--- src/rtl/gpio_anport_pkg.sv ---
package gpio_anport_pkg;
   localparam int unsigned ADDR_W = 3;

   typedef enum logic [ADDR_W-1:0] {
      RA_PORT = 3'd0,
      RA_LAT  = 3'd1,
      RA_DIR  = 3'd2,
      RA_SELA = 3'd3,
      RA_SELB = 3'd4
   } reg_addr_e;
endpackage

--- src/rtl/gpio_anport_sync.sv ---
module gpio_anport_sync #(
   parameter int unsigned W       = 4,
   parameter int unsigned STAGES  = 2,
   parameter logic [W-1:0] RST_VAL = '1
) (
   input  logic         clk,
   input  logic         rst_n,
   input  logic [W-1:0] d,
   output logic [W-1:0] q
);
   if (STAGES < 2) begin : g_bad_stages
      $error("gpio_anport_sync: STAGES must be at least 2");
   end

   logic [W-1:0] stage_q [STAGES];

   for (genvar s = 0; s < STAGES; s++) begin : g_stage
      always_ff @(posedge clk or negedge rst_n) begin
         if (!rst_n)
            stage_q[s] <= RST_VAL;
         else if (s == 0)
            stage_q[s] <= d;
         else
            stage_q[s] <= stage_q[(s == 0) ? 0 : s-1];
      end
   end

   assign q = stage_q[STAGES-1];
endmodule

--- src/rtl/gpio_anport_regs.sv ---
module gpio_anport_regs
   import gpio_anport_pkg::*;
#(
   parameter int unsigned DATA_W   = 8,
   parameter int unsigned NBIDIR   = 3,
   parameter int unsigned SELA_LSB = 6
) (
   input  logic              clk,
   input  logic              rst_n,
   input  logic [ADDR_W-1:0] addr,
   input  logic              we,
   input  logic [DATA_W-1:0] wdata,
   output logic [NBIDIR-1:0] lat,
   output logic [NBIDIR-1:0] dir,
   output logic [NBIDIR-1:0] ana
);
   logic wr_lat, wr_dir, wr_sela, wr_selb;
   logic unused_wdata;

   assign wr_lat  = we && (addr == RA_PORT || addr == RA_LAT);
   assign wr_dir  = we && (addr == RA_DIR);
   assign wr_sela = we && (addr == RA_SELA);
   assign wr_selb = we && (addr == RA_SELB);
   assign unused_wdata = ^wdata;

   always_ff @(posedge clk or negedge rst_n) begin
      if (!rst_n)
         lat <= '0;
      else if (wr_lat)
         lat <= wdata[NBIDIR-1:0];
   end

   always_ff @(posedge clk or negedge rst_n) begin
      if (!rst_n)
         dir <= '1;
      else if (wr_dir)
         dir <= wdata[NBIDIR-1:0];
   end

   for (genvar i = 0; i < NBIDIR; i++) begin : g_ana
      localparam int unsigned POS = SELA_LSB + i;
      if (POS < DATA_W) begin : g_in_a
         always_ff @(posedge clk or negedge rst_n) begin
            if (!rst_n)
               ana[i] <= 1'b1;
            else if (wr_sela)
               ana[i] <= wdata[POS];
         end
      end else begin : g_in_b
         always_ff @(posedge clk or negedge rst_n) begin
            if (!rst_n)
               ana[i] <= 1'b1;
            else if (wr_selb)
               ana[i] <= wdata[POS-DATA_W];
         end
      end
   end
endmodule

--- src/rtl/gpio_anport_rdmux.sv ---
module gpio_anport_rdmux
   import gpio_anport_pkg::*;
#(
   parameter int unsigned DATA_W   = 8,
   parameter int unsigned NBIDIR   = 3,
   parameter int unsigned SELA_LSB = 6
) (
   input  logic [ADDR_W-1:0] addr,
   input  logic [NBIDIR-1:0] lat,
   input  logic [NBIDIR-1:0] dir,
   input  logic [NBIDIR-1:0] ana,
   input  logic [NBIDIR:0]   pin_sync,
   input  logic              mclr_en,
   output logic [DATA_W-1:0] rdata
);
   logic [DATA_W-1:0] port_img, lat_img, dir_img, sela_img, selb_img;

   for (genvar b = 0; b < DATA_W; b++) begin : g_img
      if (b < NBIDIR) begin : g_bidir
         assign port_img[b] = pin_sync[b] & ~ana[b];
         assign lat_img[b]  = lat[b];
         assign dir_img[b]  = dir[b];
      end else if (b == NBIDIR) begin : g_inonly
         assign port_img[b] = pin_sync[b] & ~mclr_en;
         assign lat_img[b]  = 1'b0;
         assign dir_img[b]  = 1'b0;
      end else begin : g_none
         assign port_img[b] = 1'b0;
         assign lat_img[b]  = 1'b0;
         assign dir_img[b]  = 1'b0;
      end
      if (b >= SELA_LSB && b - SELA_LSB < NBIDIR) begin : g_sa
         assign sela_img[b] = ana[b-SELA_LSB];
      end else begin : g_sa0
         assign sela_img[b] = 1'b0;
      end
      if (b + DATA_W >= SELA_LSB && b + DATA_W - SELA_LSB < NBIDIR) begin : g_sb
         assign selb_img[b] = ana[b+DATA_W-SELA_LSB];
      end else begin : g_sb0
         assign selb_img[b] = 1'b0;
      end
   end

   always_comb begin
      unique case (addr)
         RA_PORT: rdata = port_img;
         RA_LAT:  rdata = lat_img;
         RA_DIR:  rdata = dir_img;
         RA_SELA: rdata = sela_img;
         RA_SELB: rdata = selb_img;
         default: rdata = '0;
      endcase
   end
endmodule

--- src/rtl/gpio_anport.sv ---
module gpio_anport
   import gpio_anport_pkg::*;
#(
   parameter int unsigned DATA_W      = 8,
   parameter int unsigned NBIDIR      = 3,
   parameter int unsigned SELA_LSB    = 6,
   parameter int unsigned SYNC_STAGES = 2
) (
   input  logic              clk,
   input  logic              rst_n,
   input  logic [ADDR_W-1:0] bus_addr,
   input  logic              bus_we,
   input  logic [DATA_W-1:0] bus_wdata,
   output logic [DATA_W-1:0] bus_rdata,
   input  logic              cfg_mclr_en,
   input  logic [NBIDIR:0]   pad_in,
   output logic [NBIDIR:0]   pad_oe,
   output logic [NBIDIR:0]   pad_out,
   output logic              mclr_req_n
);
   localparam int unsigned NPAD = NBIDIR + 1;

   if (NPAD > DATA_W) begin : g_bad_width
      $error("gpio_anport: port does not fit the data width");
   end
   if (SELA_LSB + NBIDIR > 2 * DATA_W) begin : g_bad_sel
      $error("gpio_anport: analog-select bits exceed two registers");
   end

   logic [NBIDIR-1:0] lat, dir, ana;
   logic [NPAD-1:0]   pin_sync;

   gpio_anport_sync #(.W(NPAD), .STAGES(SYNC_STAGES), .RST_VAL('1)) u_sync (
      .clk(clk), .rst_n(rst_n), .d(pad_in), .q(pin_sync)
   );

   gpio_anport_regs #(.DATA_W(DATA_W), .NBIDIR(NBIDIR), .SELA_LSB(SELA_LSB)) u_regs (
      .clk(clk), .rst_n(rst_n), .addr(bus_addr), .we(bus_we), .wdata(bus_wdata),
      .lat(lat), .dir(dir), .ana(ana)
   );

   gpio_anport_rdmux #(.DATA_W(DATA_W), .NBIDIR(NBIDIR), .SELA_LSB(SELA_LSB)) u_rdmux (
      .addr(bus_addr), .lat(lat), .dir(dir), .ana(ana), .pin_sync(pin_sync),
      .mclr_en(cfg_mclr_en), .rdata(bus_rdata)
   );

   assign pad_oe     = {1'b0, ~dir};
   assign pad_out    = {1'b0, lat};
   assign mclr_req_n = cfg_mclr_en ? pin_sync[NBIDIR] : 1'b1;
endmodule

--- config.mk ---
export PLATFORM = sky130hd
export DESIGN_NAME = gpio_anport
export DESIGN_NICKNAME = d
export VERILOG_FILES = /design/src/rtl/gpio_anport_pkg.sv /design/src/rtl/gpio_anport_sync.sv /design/src/rtl/gpio_anport_regs.sv /design/src/rtl/gpio_anport_rdmux.sv /design/src/rtl/gpio_anport.sv
export SDC_FILE = /design/constraint.sdc
export NUM_CORES = 1
export LEC_CHECK = 0
export BUFFER_PORTS_ARGS = -buffer_cell sky130_fd_sc_hd__buf_2
export CORE_AREA = 2 2 49 46
export DETAILED_ROUTE_END_ITERATION = 8
export DIE_AREA = 0 0 51 48
export GPL_ROUTABILITY_DRIVEN = 0
export PLACE_DENSITY_LB_ADDON = 0.1
export SLEW_MARGIN = 15
export SYNTH_ARGS = -nofsm -noshare
export SYNTH_HDL_FRONTEND = slang
export SYNTH_HIERARCHICAL = 1
export SYNTH_SLANG_ARGS = --single-unit
--- constraint.sdc ---
create_clock -name clk -period 1.57 [get_ports clk]
set_clock_uncertainty 0.15 [all_clocks]
set_input_delay 0.471 -clock clk [delete_from_list [all_inputs] [get_ports clk]]
set_output_delay 0.471 -clock clk [all_outputs]
set_load 0.01 [all_outputs]
# [Word level (Yosys, flattened, before mapping)]
# Index checks and enable logic that the tools add are counted.
[totals] regBits=17 inputBits=19 output_inout_bits=17 wordCells=28
[op_classes] n_eq_ne=4 n_mux=2 bitwise=9 reduce_logical=6
[ops] op="$pmux W8 S5" count=1
[ops] op="$eq A3 B2 Y1 const B" count=2
[ops] op="$and A1 B1 Y1" count=4
[ops] op="$logic_and A1 B1 Y1" count=4
[ops] op="$not A1 Y1" count=4
[ops] op="$eq A3 B1 Y1 const B" count=1
[ops] op="$eq A3 B3 Y1 const B" count=1
[ops] op="$logic_not A3 Y1" count=1
[ops] op="$not A3 Y3" count=1
[ops] op="$logic_or A1 B1 Y1" count=1
[ops] op="$mux W1" count=1

# [Longest topological paths before layout]
[logic_depth] word_depth=3 depth_mapped=4 depth_no_buf=3

# [Hierarchy]
# The synthesis kept the hierarchy.
[by_module_without_submodules] module="gpio_anport_regs" instances=1 cells_each=22 area_each_um2=395.4 seq_area_each_um2=232.7
[by_module_without_submodules] module="gpio_anport_sync" instances=1 cells_each=12 area_each_um2=240.2 seq_area_each_um2=210.2
[by_module_without_submodules] module="gpio_anport_rdmux" instances=1 cells_each=23 area_each_um2=177.7 seq_area_each_um2=0.0
[by_module_without_submodules] module="gpio_anport" instances=1 cells_each=7 area_each_um2=36.3 seq_area_each_um2=0.0

# [Least setup slack after synthesis]
# OpenSTA, ideal clock, no wires.
[synth_timing] path_type="input -> output" startpoint="input port bus_addr[0]" endpoint="output port bus_rdata[0]" arrival_time_ns=1.081 required_time_ns=0.949 path_slack_ns=-0.132 stages=4 n_path_buf=1 path_cell_list="buf_6 > nor2_1 > a22oi_1 > o31ai_1"
[synth_between] elab_chain_len=2 word_cells_on_any_way=6 cone_classes="eq/ne (4); mux (1); reduce/logical (1)"
[synth_lines] item="start, declared" line="gpio_anport.sv:11" text="input logic [ADDR_W-1:0] bus_addr,"
[synth_lines] item="$eq A3 B3 Y1, or another cell as far along" line="gpio_anport_rdmux.sv:45" text="unique case (addr)"
[synth_lines] item="$pmux W8 S5 (*)" line="gpio_anport_rdmux.sv:45"
[synth_lines] item="end, declared" line="gpio_anport.sv:14" text="output logic [DATA_W-1:0] bus_rdata,"
# Mark *: on every way between the ends. The rest lies on a longest branch, timed or not.

# [Worst setup path after layout]
[layout_timing] startpoint="register u_regs.dir[0]" endpoint="output port bus_rdata[0]"
[layout_between] elab_chain_len=1
[layout_lines] item="start, declared" line="gpio_anport_regs.sv:14" text="output logic [NBIDIR-1:0] dir,"
[layout_lines] item="start signal, assigned" line="gpio_anport_regs.sv:37" text="dir <= wdata[NBIDIR-1:0];"
[layout_lines] item="$pmux W8 S5" line="gpio_anport_rdmux.sv:45"
# Every way passes these cells.

==> impl_results.md <==
- Endpoint class of the critical path: output port
- Clock Root Buffer: clkbuf_4
- Avg Inst Size Synth: 13.3 µm²
- Final worst setup slack: -0.422 ns
- Pin count of the biggest net entering global routing: 18
- Most frequent cells in the layout: buf_2, dfstp_2, buf_4, buf_6, mux2_2
- Reg2Reg Depth: 3
- Number of DRC violations after detailed-routing iteration 0: 7
- Worst EP arrival: 1.37 ns
- First-pass GRT wire length: 2660 µm
- Antenna violations before repair: 0
- Residual antenna-violating net count after detailed routing: 0
- Shortest period the worst path allows: 1.99 ns
- Clock network latency to the later pin of the worst-skew pair: 0.28 ns
- Critical path destination: bus_rdata[0]
- Number of max-slew violations in the final report: 0
- Fraction of final layout cells sized beyond drive strength 1: 0.804
- Post-route insts no fill: 132
- Xor/xnor cell area share of the yosys netlist: 0
- Cell area reported after detailed placement: 1080 µm²
- Count of final hold-check violations: 0
- Startpoint of the worst setup timing path: u_regs/dir[0]
- Top flip-flop cell by instance count after synthesis: dfstp_2
- Sequential area share after synthesis: 0.521
- Clock buffer depth: 2
- Via count: 631
- Netlist Area Pre-Place: 850 µm²
- Total number of nets in the final design: 127
- Clock sink count: 17
- Setup violation total in the final timing report: 11
- Horizontal die dimension: 51 µm
- Global Route Usage Sum: 0.158
- Max-cap violations: 0
- Setup Crit Path Kind: reg2out
- Critical Path Start Type: flop
- Effective utilization at floorplan: 0.448
- Number of global-route vias before repair: 565
- Post-synthesis compound-gate area fraction: 0.0766
- Fillcell total: 156
- Total non-filler cell area in the finished layout: 1250 µm²
- Number of enable-type register cells in the synthesized netlist: 0
- Core area: 1900 µm²
- RSZ-0062 raised after global routing: true
- Register bit total from synthesis: 17
- Synth warn: 6
- Post-route setup TNS: -2.35 ns
- Clock transition at the registers of the reported paths: 0.09 ns
- Floorplan die height: 48 µm
- Unique cell type count in the Yosys netlist: 28
- Post-route core utilization: 0.659
- Total power per unit cell area: 984 nW/µm²
- Worst setup slack for register-to-register paths: 0.38 ns
- Number of levels in the clock H-tree: 1
- Boundary Pins: 36
- Dominant combinational cell family by area after synthesis: simple AND/OR/NAND/NOR gates
- Maximum clock rate: 502 MHz
- Post-detailed-route DRC marker count: 0
- Post-synthesis simple-gate area fraction: 0.158
- Data required, critical path: 0.95 ns
- Biggest fanout along the worst timing path: 2
- Total gr overflow: 0
- Static leakage: 0.591 nW
- Violated checks: negative setup slack
- Mux cell area share after synthesis: 0.133
- Die footprint: 2450 µm²
- Quantity of I/O buffers inserted on ports: 28
- Diode insertion count for antenna repair: 0
- Share of async-settable or async-resettable flops after synthesis: 1.00
- Reg-to-Reg End: u_regs/lat[2]
- CTS tree: yes
- Number of rows in the core area: 15
- Area Growth Syn to Fin: 47.0%
- Crit share post-route: 1.27
- Instance count of the mapped netlist: 64
- Routed len/inst: 13.5 µm
- Final Routed Wirelength: 1790 µm
- Mean number of vias per cell: 4.78
- Placed cells: 123
- Most common cell after layout, fill and taps aside: buf_2
- Synthesized-area fraction occupied by adder cells: 0
- Num CTS Buffers: 3
- Status: finished, violations left
- Path category of the worst min-delay check: in2reg
- Multi-input gate area: 383 µm²
- Sequential Area: 443 µm²
- Worst-case vdd ir drop: 651 µV
- DP Wirelength: 1340 µm
- Pre-antenna DRT Iters: 2
- Reg-to-Reg Start: u_regs/lat[2]
## report_power, final
group	leakage [nW]	internal [mW]	total (mW)	switching, mW
Combinational	0.393	0.264	0.420	0.156
Clock	0.0150	0.0986	0.224	0.126
Sequential	0.183	0.531	0.584	0.0520
Total	0.591	0.894	1.23	0.334
## final cells by class
| type | instances | share of cell area |
|---|---|---|
| sequential | 17 | 0.355 |
| multi-input combinational | 36 | 0.307 |
| timing repair buffer | 47 | 0.284 |
| tap | 25 | 0.0251 |
| clock buffer | 4 | 0.0210 |
| inverter | 3 | 0.00902 |
## cell usage after synthesis (2+ instances only)
| cell | count | area [µm²] |
|---|---|---|
| and4b_1 | 2 | 20.0 |
| buf_4 | 8 | 60.1 |
| conb_1 | 2 | 7.51 |
| dfrtp_1 | 3 | 75.1 |
| dfstp_2 | 14 | 368 |
| inv_1 | 3 | 11.3 |
| mux2_2 | 5 | 56.3 |
| mux2_4 | 3 | 45.0 |
| nand2b_1 | 2 | 12.5 |
| nor2_1 | 4 | 15.0 |
## how the worst min path moves through the flow
stage,startpoint,cells after the start,end,slack [ns]
after floorplan,rst_n,0,u_regs/lat[0],0.03
after global placement,u_sync/stage_q[4],0,u_sync/q[0],0.20
after detailed placement,u_sync/stage_q[6],0,u_sync/q[2],0.20
after CTS,pad_in[1],1,u_sync/stage_q[5],0.12
after global routing,pad_in[0],1,u_sync/stage_q[4],0.11
final,pad_in[0],1,u_sync/stage_q[4],0.13
## state kept, by name (all words and copies together) (netlist names)
signal and flops:
u_sync/q 4, u_regs/lat 3, u_regs/ana 3, u_sync/stage_q 4, u_regs/dir 3
## critical path, cell delays in order (launching register included)
cell and delay, ns:
dfstp_2 0.56, nor4bb_2 0.20, a31oi_1 0.10, o31ai_2 0.08, buf_2 0.16
## per-layer routing
metal / GRT usage / vias to the layer above / wire length, µm
met4: 0.0973 / 0 / 33
met1: 0.188 / 302 / 781
met2: 0.281 / 25 / 865
li1: - / 300 / -
met5: 0 / - / 0
met3: 0.0219 / 4 / 105
## stage by stage
step,setup slack [ns],hold slack (ns),power [mW]
after floorplan,-0.0590,0.0254,0.743
after global placement,-0.364,0.196,0.877
after detailed placement,-0.399,0.197,0.892
after CTS,-0.475,0.121,1.19
after global routing,-0.463,0.112,1.29
final,-0.422,0.127,1.23
## cell families after synthesis
kind of cell / Yosys count
other: 2
AND/OR/NAND/NOR: 16
AO/OA/AOI/OAI: 7
buffers and inverters: 13
multiplexers: 9
flip-flops: 17
## timing repair
item | 4_1_cts | 5_1_grt
endpoints found under the setup margin | 11 | 12
hold buffers | 1 | 0
buffers inserted | 0 | 5
resized for setup | 16 | 7
pin swaps | 5 | 1
endpoints found under the hold margin | 3 | 0
Power figures use the tool's default switching activity.
